### src/rtl/brk_filter.sv
module brk_filter #(
  parameter int NPIN  = 4,
  parameter int SEL_W = 2,
  parameter int DIV_W = 3,
  parameter int CNT_W = 3
) (
  input  logic             clk,
  input  logic             rst_n,
  input  logic [NPIN-1:0]  brk_pins,
  input  logic [SEL_W-1:0] src_sel,
  input  logic             filt_en,
  input  logic [DIV_W-1:0] div_sel,
  input  logic [CNT_W-1:0] stable_cnt,
  input  logic             pol_inv,
  output logic             brk_level,
  output logic             brk_event
);
  localparam int PRE_W = (1 << DIV_W) - 1;

  logic [NPIN-1:0]  sync1, sync2;
  logic [PRE_W-1:0] pre_cnt;
  logic [PRE_W-1:0] pre_mask;
  logic [CNT_W-1:0] cnt;
  logic             lvl_d;
  logic             sel;
  logic             tick;

  assign sel      = sync2[src_sel] ^ pol_inv;
  assign pre_mask = (PRE_W'(1) << div_sel) - PRE_W'(1);
  assign tick     = (pre_cnt & pre_mask) == '0;

  always_ff @(posedge clk or negedge rst_n)
    if (!rst_n) begin
      sync1   <= '0;
      sync2   <= '0;
      pre_cnt <= '0;
    end else begin
      sync1   <= brk_pins;
      sync2   <= sync1;
      pre_cnt <= pre_cnt + PRE_W'(1);
    end

  always_ff @(posedge clk or negedge rst_n)
    if (!rst_n) begin
      brk_level <= 1'b0;
      cnt       <= '0;
    end else if (!filt_en) begin
      brk_level <= sel;
      cnt       <= '0;
    end else if (tick) begin
      if (sel == brk_level) begin
        cnt <= '0;
      end else if (cnt == stable_cnt) begin
        brk_level <= sel;
        cnt       <= '0;
      end else begin
        cnt <= cnt + CNT_W'(1);
      end
    end

  always_ff @(posedge clk or negedge rst_n)
    if (!rst_n) lvl_d <= 1'b0;
    else        lvl_d <= brk_level;

  assign brk_event = brk_level & ~lvl_d;
endmodule

### config.mk
export PLATFORM = sky130hd
export DESIGN_NAME = brk_filter
export DESIGN_NICKNAME = d
export VERILOG_FILES = /design/src/rtl/brk_filter.sv
export SDC_FILE = /design/constraint.sdc
export NUM_CORES = 1
export LEC_CHECK = 0
export BUFFER_PORTS_ARGS = -buffer_cell sky130_fd_sc_hd__buf_2
export CAP_MARGIN = 40
export CORE_MARGIN = 2
export CORE_UTILIZATION = 51
export CTS_CLUSTER_SIZE = 8
export DETAILED_ROUTE_END_ITERATION = 16
export PLACE_DENSITY = 0.86
export SLEW_MARGIN = 20
export SYNTH_ARGS = -nofsm -noshare
export SYNTH_HDL_FRONTEND = slang
export SYNTH_SLANG_ARGS = --single-unit
### constraint.sdc
create_clock -name clk -period 2.1 [get_ports clk]
set_input_delay 0.21 -clock clk [delete_from_list [all_inputs] [get_ports clk]]
set_output_delay 0.21 -clock clk [all_outputs]
set_load 0.02 [all_outputs]
---- Word level (Yosys, flattened, before mapping) ----
Cells that the tools add are included.
word-level totals
  output and inout port bits .............. 2
  input port bits ......................... 16
  bits in registers ....................... 20
operators by class
  $lt $le $gt $ge ......................... 1
  add/sub/neg operators ................... 3
  bitwise gates (word level) .............. 4
  muxes and demuxes ....................... 10
  equal/unequal tests ..................... 5
  reduce and logical (&&, ||, !) cells .... 2
  shifts and indexed selects .............. 1
operator list
  kind                                                                           number
  3-bit 2-to-1 mux                                                               4
  7-bit by 1-bit adder with 7-bit output (second input constant)                 1
  7-bit AND                                                                      1
  7-bit logical NOT                                                              1
  1-bit by 3-bit << shifter with 7-bit output (first input constant)             1
  7-bit by 2-bit subtractor with 7-bit output (second input constant)            1
  1-bit 2-to-1 mux                                                               5
  2-bit by 1-bit inequality test with 1-bit output (second input constant)       2
  3-bit by 1-bit adder with 3-bit output (second input constant)                 1
  3-bit equality test                                                            1
  2-bit by 3-bit less-than comparator with 1-bit output (second input constant)  1
  3-bit AND reduction                                                            1
  1-bit binary-select mux with 2-bit select                                      1
  2-bit inequality test (second input constant)                                  1
  1-bit AND                                                                      1
  1-bit equality test                                                            1
  1-bit inverter                                                                 1
  1-bit XOR                                                                      1

---- Depth between registers and ports, before layout ----
  depth after elaboration ................. 7
  mapped depth ............................ 4

---- Worst setup path before layout ----
Ideal clock, no wire load.
  path kind ............................... register -> register
  start ................................... register pre_cnt[2]
  end ..................................... register brk_level
  cell stages (with the launch flop) ...... 5
  data arrival time ....................... 1476 ps
  path slack .............................. 499 ps
  path through ............................ dfrtp_1 -> o41ai_1 -> nand3_1 -> o31ai_1 -> mux2_2
between the ends
  longest elaborated chain between the ends .. 4
ends and longest elaborated chain
  what                                                               line  text
  from (decl)                                                        21    logic [PRE_W-1:0] pre_cnt;
  from (signal assigned)                                             40    pre_cnt <= pre_cnt + PRE_W'(1);
  7-bit AND                                                          30    assign tick = (pre_cnt & pre_mask) == '0;
  7-bit logical NOT                                                  30
  2-bit by 1-bit inequality test with 1-bit output (no source line)  --
  3-bit AND reduction (no source line)                               --
  to (signal assigned)                                               48    brk_level <= sel;
  to (signal assigned)                                               54    brk_level <= sel;
  to (decl)                                                          15    output logic brk_level,
Every way passes these cells.
A chain may end at the register's enable or synchronous reset.

---- Final worst setup path ----
Same ends and word-level chain as after synthesis.

==> metrics.yaml <==
global_route:
  grt_max_degree: 21
  grt_overflow_total: 0
  grt_usage: 0.164
  antenna_found_initial: 0
  grt_pass1_vias: 577
  grt_first_pass_wirelength_mm: 2.32
routing:
  viasPerCell: 5.58
  post-route-drc-count: 0
  first_iter_violations: 9
  ant_nets: 0
  wl_per_cell_um: 13.0
  firstDrtPassIters: 3
  vias: 586
  wl_mm: 1.37
pwr:
  total_leakage_power_nw: 0.483
  p_seq_frac: 0.507
  intPower_mw: 0.644
  p_total_mw: 0.819
  netSwitchingPower_mw: 0.175
  power.share.clock: 0.373
  power_density_mw_per_mm2: 813
  switching_share: 0.213
  power_frac_comb: 0.120
  ir_drop_uv: 609
worst_setup_path:
  crit_family: "compound AO/OA/AOI/OAI gates"
  path_cells: "o41ai_1 > nand3_1 > o31ai_1 > mux2_2"
  crit_path_max_incr_delay_ns: 0.46
  critPathKind: "flop to flop"
  start_kind: "flop"
  critPathSlowestCell: "dfrtp_1"
  crit_required_ns: 2.29
  crit_fanout: 6
  endpoint_kind: "flop"
  crit_buf_inv: 0
  worstPathArrival_ns: 1.94
finish:
  areaGrowthSynthToFinish_pct: 20.0
  num-nets-final: 108
  utilization: 0.661
  multiInputGateArea_sq_um: 320
  final_common_cell: "dfrtp_1"
  finish.instance_area_sq_mm: 0.00101
  fillers: 119
  final-seq-area_sq_um: 500
  diodes: 0
  most-common-layout-cells: "dfrtp_1 (20), buf_2 (17), xnor2_1 (7), nand3_1 (5), inv_1 (5)"
  drive_gt1_frac: 0.270
cts:
  cts_sinks: 20
  cts_max_level: 1
  cts_root_buf: "clkbuf_4"
  cts_made_buffers: 3
  clk_pin_slew_ns: 0.11
  clockBufferDepth: 2
  clkLatencyLatePin_ns: 0.29
  cts_tree: "built"
  ctsResizeCount: 0
synthesis:
  synth_seq_cells: 20
  yosysWarningCount: 0
  synthMuxAreaShare: 0.0402
  synth-simple-area-share: 0.0924
  synthArstFlopShare: 1.00
  synth_fp_nets: 85
  ys.flop_type: "dfrtp_1"
  synthCells: 67
  synth_edf_count: 0
  seq_area_frac_synth: 0.596
  avgSynthCellArea_sq_um: 12.5
  synth_compound_area_frac: 0.0954
  synth_adder_area_share: 0.0298
  yosysUniqueCellTypes: 23
  synth_top_family_by_area: "XOR/XNOR gates"
  synth_xor_area_frac: 0.124
  synth_area_sq_um: 840
floorplanning:
  num_rows: 14
  io_pins: 18
  die_x_um: 44.6
  start_util: 0.551
  core_area_sq_mm: 0.00152
  chipHeight_um: 44.6
  floorplan.die_area_sq_mm: 0.00199
place:
  dp_slack_ns: 0.307
  port_buffers: 17
  place_congestion: 0.750
  dp_hpwl_mm: 1.06
  postPlaceCellArea_sq_um: 945
timing:
  setup_slack_ns: 0.351
  slew_headroom: 0.716
  slew_viol_final: 0
  rsz0062_at_grt: "no"
  fin_worst_skew_ns: 0.00622
  worst_pin_slew_ns: 0.426
  finalCritPeriodShare: 0.833
  finalSetupViolCount: 0
  fin_setup_tns_ns: 0
  clock.fmax_mhz: 572
  hold_viol_final: 0
  finalCriticalPeriod_ns: 1.75
hold_path:
  holdCritPathClass: "primary input to flop"
status:
  status: "finished clean"
run:
  max_cap_violations: 0
state kept, by name, indices dropped and copies added (netlist names):
signal / cells
brk_level: 1
cnt: 3
lvl_d: 1
pre_cnt: 7
sync1: 4
sync2: 4
power groups by stage:
stage / Clock, mW / Sequential, mW / Combinational, mW
3_5_place_dp: 0 / 0.423 / 0.0990
5_1_grt: 0.324 / 0.418 / 0.110
4_1_cts: 0.315 / 0.416 / 0.100
3_3_place_gp: 0 / 0.422 / 0.0965
6_report: 0.306 / 0.415 / 0.0986
2_1_floorplan: 0 / 0.426 / 0.0557
kinds of logic after synthesis:
group / count (synthesis)
flip-flops: 20
buffers and inverters: 5
AND/OR/NAND/NOR: 15
multiplexers: 2
adder cells (fa/ha/maj): 2
AO/OA/AOI/OAI: 12
XOR/XNOR: 11
final cells by class:
type | instances | area share
clock buffers | 3 | 0.0224
repair buffers | 18 | 0.0944
flip-flops and latches | 20 | 0.497
inverters | 5 | 0.0186
multi-input cells | 42 | 0.318
well taps | 16 | 0.0199
clock inverters | 1 | 0.0298
cell usage after synthesis (2+ instances only):
master	n	area [sq um]
dfrtp_1	20	500
xnor2_1	7	61.3
inv_1	5	18.8
nand3_1	5	25.0
nand2_1	4	15.0
o22ai_1	3	18.8
xor2_1	3	26.3
a21oi_1	2	10.0
ha_1	2	25.0
nor2_1	2	7.51
o211ai_1	2	15.0
worst reg2reg max path, delay by kind of cell (launching register included):
family	cells	cell delay, ns
and+or+nand+nor	1	0.19
AOI/OAI and AO/OA	2	0.65
DFF	1	0.46
muxes	1	0.36
per-layer routing:
layer,wire length (um),global-route usage,part of all wire
met1,600,0.204,0.44
met2,713,0.287,0.52
met3,43,0.0245,0.031
met4,12,0.0545,0.0088
met5,0,0,0
final timing paths:
kind                       depth (start not counted)        start  slack (ns)         end
setup reg to reg                                   4   pre_cnt[2]        0.35   brk_level
max in group asynchronous                          2        rst_n        1.42  pre_cnt[3]
hold reg to reg                                    0     sync1[1]        0.36    sync2[1]
setup / recovery                                   4   pre_cnt[2]        0.35   brk_level
hold / removal                                     1  brk_pins[2]        0.01    sync1[2]
min in group asynchronous                          2        rst_n        0.38    sync1[1]
stage by stage:
stage                     hold slack [ns]  std cells
final                              0.0127        105
after global routing              0.00104        105
after CTS                        0.000944        105
after detailed placement            0.172        100
after global placement              0.166        100
after floorplan                   -0.0856         67
repair_timing:
action                    CTS  global route
setup buffers               0             0
hold buffers                1             0
hold endpoints to repair   20             0
No activity file was read; power rests on OpenSTA's default activity.
